===== src/rtl/ps_parity_tx.sv =====
module ps_parity_tx #(
  parameter int WORD_W = 8
) (
  input  logic              clk,
  input  logic              rst_n,
  input  logic              load_i,
  input  logic [WORD_W-1:0] data_i,
  output logic              ser_o,
  output logic              ser_valid_o,
  output logic              done_o
);
  localparam int CNT_W = $clog2(WORD_W);
  localparam logic [CNT_W-1:0] LAST = CNT_W'(WORD_W - 1);

  logic [WORD_W-1:0] shreg;
  logic [CNT_W-1:0]  slot;
  logic              busy, par, done_q;

  always_ff @(posedge clk or negedge rst_n) begin
    if (!rst_n) begin
      shreg  <= '0;
      slot   <= '0;
      busy   <= 1'b0;
      par    <= 1'b0;
      done_q <= 1'b0;
    end else begin
      done_q <= 1'b0;
      if (!busy) begin
        if (load_i) begin
          shreg <= data_i;
          slot  <= '0;
          par   <= 1'b0;
          busy  <= 1'b1;
        end
      end else begin
        slot <= slot + 1'b1;
        if (slot == LAST) begin
          busy   <= 1'b0;
          done_q <= 1'b1;
        end else begin
          par   <= par ^ shreg[0];
          shreg <= shreg >> 1;
        end
      end
    end
  end

  assign ser_o       = busy & ((slot == LAST) ? par : shreg[0]);
  assign ser_valid_o = busy;
  assign done_o      = done_q;

  p_start_r2: assert property (@(posedge clk) disable iff (!rst_n)
    $rose(ser_valid_o) |-> $past(load_i));
  p_hold_r7: assert property (@(posedge clk) disable iff (!rst_n)
    (ser_valid_o && slot != LAST) |=> ser_valid_o);
  p_done_pulse_r6: assert property (@(posedge clk) disable iff (!rst_n)
    done_o |=> !done_o);
  p_done_gap_r6: assert property (@(posedge clk) disable iff (!rst_n)
    done_o |-> !ser_valid_o);
  p_last_done_r6: assert property (@(posedge clk) disable iff (!rst_n)
    (ser_valid_o && slot == LAST) |=> done_o);
  p_idle_low_r9: assert property (@(posedge clk) disable iff (!rst_n)
    !ser_valid_o |-> !ser_o);
endmodule


===== config.mk =====
export PLATFORM = sky130hd
export DESIGN_NAME = ps_parity_tx
export DESIGN_NICKNAME = d
export VERILOG_FILES = /design/src/rtl/ps_parity_tx.sv
export SDC_FILE = /design/constraint.sdc
export NUM_CORES = 1
export LEC_CHECK = 0
export BUFFER_PORTS_ARGS = -buffer_cell sky130_fd_sc_hd__buf_2
export CORE_AREA = 3 3 74 48
export CTS_BUF_LIST = sky130_fd_sc_hd__clkbuf_16
export CTS_CLUSTER_DIAMETER = 50
export DETAILED_ROUTE_END_ITERATION = 8
export DIE_AREA = 0 0 77 51
export MAX_ROUTING_LAYER = met4
export SLEW_MARGIN = 20
export SYNTH_ARGS = -nofsm -noshare
export SYNTH_HDL_FRONTEND = slang
export SYNTH_SLANG_ARGS = --single-unit

===== constraint.sdc =====
create_clock -name clk -period 1.8 [get_ports clk]
set_input_delay 0.36 -clock clk [delete_from_list [all_inputs] [get_ports clk]]
set_output_delay 0.36 -clock clk [all_outputs]
set_load 0.1 [all_outputs]

Word-level counts from Yosys, hierarchy flattened
Index checks and enable logic that the tools add are counted.
- flip-flop bits (word level): 14
- input bits: 11
- output and inout bits: 3
- logic and storage cells: 26
- add/sub/neg operators: 1
- equality and inequality tests: 2
- mux-type cells: 14
- bitwise gates (word level): 2
- reduce and logical (&&, ||, !) cells: 2
- operators by type and width (cell ; number):
    $mux 8 ; 3
    $mux 1 ; 9
    $mux 3 ; 2
    $add 3x1->3 const B ; 1
    $eq 3x3->1 const B ; 1
    $ne 2x2->1 const B ; 1
    $reduce_and 2->1 ; 1
    $reduce_bool 2->1 ; 1
    $and 1x1->1 ; 1
    $xor 1x1->1 ; 1

Depth between registers and ports, before layout
- depth in word-level cells: 3
- gate-level depth with buffers: 5
- mapped depth without buffers: 4

Least setup slack after synthesis
OpenSTA, ideal clock, no wires.
- path type: register -> output
- start point: register busy, in the netlist ser_valid_o
- end point: output ser_o
- arrival: 3.400 ns
- required time: 1.440 ns
- setup slack: -1.960 ns
- stages on the path, launching flop included: 3
- path buffers: 1
- cells stage by stage: dfrtp_1 > buf_2 > a21boi_0
- word-level cells in the longest chain between the ends: 1
- ends and longest elaborated chain (what ; line ; text):
    start: declaration ; 17 ; logic busy, par, done_q;
    start signal: assignment ; 23 ; busy <= 1'b0;
    start signal: assignment ; 33 ; busy <= 1'b1;
    start signal: assignment ; 38 ; busy <= 1'b0;
    $and 1x1->1 ; 48 ; assign ser_o = busy & ((slot == LAST) ? par : shreg[0]);
    end: declaration ; 8 ; output logic ser_o,
No other way between the ends.

Worst setup path after layout
- start point: register slot[1]
- end point: output ser_o
- word-level cells in the longest chain between the ends: 3
- ends and longest elaborated chain (what ; line ; text):
    start: declaration ; 16 ; logic [CNT_W-1:0] slot;
    start signal: assignment ; 36 ; slot <= slot + 1'b1;
    $eq 3x3->1 ; 48 ;
    $mux 1 ; 48 ;
    $and 1x1->1 ; 48 ;
No other way between the ends.

==> metrics.txt <==
status=finished, violations left; failing checks=negative setup slack; ANT nets after route=0; Max-cap violations=0; Top-Level Pins=14; Mean Syn Cell Area=12.9 sq um; Max Slew Vio Count=0; Root Driver=clkbuf_16; Synth Cell Area=about 730 sq um; hold-fix buffer count after cts=0; Clock transition at path regs=approximately 50 ps; crit-path cells=ha_2 -> ha_4 -> nand2b_4 -> a21boi_4 -> buf_12; cell depth of the worst setup path=5; share of cells above drive strength 1=36.8%; most common cell after layout, fill and taps aside=mux2i_1; CTS buffer count=3; cell count after synthesis=57; Core ar.=2870 sq um; relative slew slack=67.7%; WP buf/inv=1; area grow syn2layout=36.7%; Worst Path Required=between 1000 and 1500 ps; Worst Path Max Fanout=2; worst vdd ir=about 0.60 mV; Setup Viol. Count Final=1; initial antenna violation count=0; Reg power frac=32.7%; post-synth cell types=15; vias in the first global route=520; Sw Pwr=0.740 mW; Synth area leaders=dfrtp_1 (48%), mux2i_1 (33%), ha_1 (3.4%); Max Clock Freq=0.541 GHz; antenna cell count=0; final count of hold timing violations=0; Yosys Warn Count=0; worst hold path type=input pin to asynchronous set/reset pin; Power Internal=1.15 mW; share of the synthesized area in the top cell type=a little under half; total number of vias=501; RSZ-0062 raised after global routing=yes; Via density=4.25; Pwr Density=1890 nW/um^2; Port Buffer Count=13; wire length per cell=13.2 microns; largest net degree at the start of global routing=19; Die Y=~50 microns; Core Util, Final=34.9%; switching share of power=39.1%; LEAKAGE=a little over 0.5 nW; largest area contributor in the netlist=dfrtp_1; slowest CP cell=dfrtp_1; period utilization=103%; drt pass-1 iters=4; fin nets=90; Synth Register Bits=14; Final min period=1850 ps; Initial Utilization=25.5%; first-pass GRT wire length=~2.5 mm; clock buffer depth=2; CP Capture Type=output port; CTS Sinks=14; most frequent cells in the layout=mux2i_1 (24), dfrtp_1 (13), buf_2 (12); CTS tree=done; sequential element share of the synthesized area=a little under half; Clk pwr share=22.9%; clock skew after layout=0.604 ps; Worst Path Arrival=1490 ps; Total Wirelength=1.56 mm; setup ws final=-49.9 ps; die area=3930 sq um; Global Route Usage Sum=9.01%; grt ovf=0; Rows=15; CP Launch Type=flip-flop; GPL Wtd Cong=between 0.7 and 0.8; Die X=just under 80 microns; H-tree levels=1; worst-margin pin slew=roughly 490 ps; Post-Syn Nets=70; post-DP HPWL=roughly 1.1 mm; CP Class=flip-flop to output port; Comb pwr share=44.4%; Power Total=1.89 mW; worst r2r path cells=7; number of remaining DRC errors=0; kind of cell adding the most delay to the critical path=flip-flops; clock latency on the worst-skew pair=between 200 and 250 ps; Slowest Stage Delay on Critical Path=between 300 and 400 ps; Iteration-0 DRC Markers=12
-- registers in the layout, indices dropped and copies added, names as in the netlist --
signal       flops
ser_valid_o      1
par              1
slot             3
shreg            8
done_o           1
-- logic make-up after synthesis --
group / count (synthesis) / share of synthesized area, %
multiplexers: 24 / 32.8
flip-flops: 14 / 47.8
AND/OR/NAND/NOR: 7 / 5.80
AO/OA/AOI/OAI: 5 / 5.97
buffers and inverters: 5 / 4.26
adder cells (fa/ha/maj): 2 / 3.41
-- power groups by stage --
stage	clock network (mW)	registers (mW)	logic, mW
floorplan	0	0.669	0.591
global placement	0	0.622	0.774
detailed placement	0	0.630	0.798
CTS	0.442	0.622	0.834
global route	0.455	0.641	0.904
finish	0.432	0.619	0.840
-- per-stage QoR --
step                      setup TNS (ps)  cell area, sq um  instances  hold WS, ps  setup WS (ps)
final                              -49.9              1000        118         12.2          -49.9
after global routing               -98.1              1000        118         47.0          -98.1
after CTS                          -53.1               987        116         28.7          -53.1
after detailed placement               0               886        109          288            156
after global placement                 0               886        109          276            180
after floorplan                        0               781         57         64.4           2.79
-- cell usage after synthesis, drive strengths merged --
cell and n:
a21boi 1, a221o 1, a22o 2, and2 2, buf 4, dfrtp 14, ha 2, inv 1
mux2i 24, nand2 1, nand2b 2, nor2 1, nor4bb 1, o2bb2ai 1
-- repair_timing --
| item | in CTS | in global routing |
|---|---|---|
| setup buffers | 3 | 2 |
| pin swaps | 2 | 2 |
| gates resized for setup | 0 | 0 |
| endpoints found under the setup margin | 1 | 1 |
-- routing by layer --
layer  vias up  track usage, %  routed length, microns
met5         -               -                       0
met2        12            12.7                     654
li1        245               -                       -
met4         0            2.66                       0
met3         0            4.75                     111
met1       244            11.1                     790
-- worst reg2reg max path, cell delays in order (launching register included) --
cell      delay (ps)
dfrtp_1          380
ha_2             200
ha_4             150
buf_4            140
buf_4            130
buf_4            140
nor4bb_1         260
a221o_1          150
-- path summary, 6_finish.rpt --
check                                        endpoint  slack, ps                 start
worst max-delay path                            ser_o        -50   slot[1]$_DFFE_PN0P_
worst min-delay path             shreg[0]$_DFFE_PN0P_         10                 rst_n
worst max register to register        par$_DFFE_PN0P_        200   slot[1]$_DFFE_PN0P_
worst min register to register   shreg[7]$_DFFE_PN0P_        520  shreg[7]$_DFFE_PN0P_
max in group asynchronous       ser_valid_o$_DFF_PN0_       1500                 rst_n
min in group clk                 shreg[0]$_DFFE_PN0P_        400             data_i[0]
-- cell type report --
class                           instances  area [sq um]
Clock inverter                          1          3.75
Fill cell                             303          1870
Sequential cell                        14           354
Timing Repair Buffer                   19           125
Clock buffer                            3          75.1
Multi-Input combinational cell         38           388
Tap cell                               42          52.6
Inverter                                1          3.75
No activity file was read; power rests on OpenSTA's default activity.
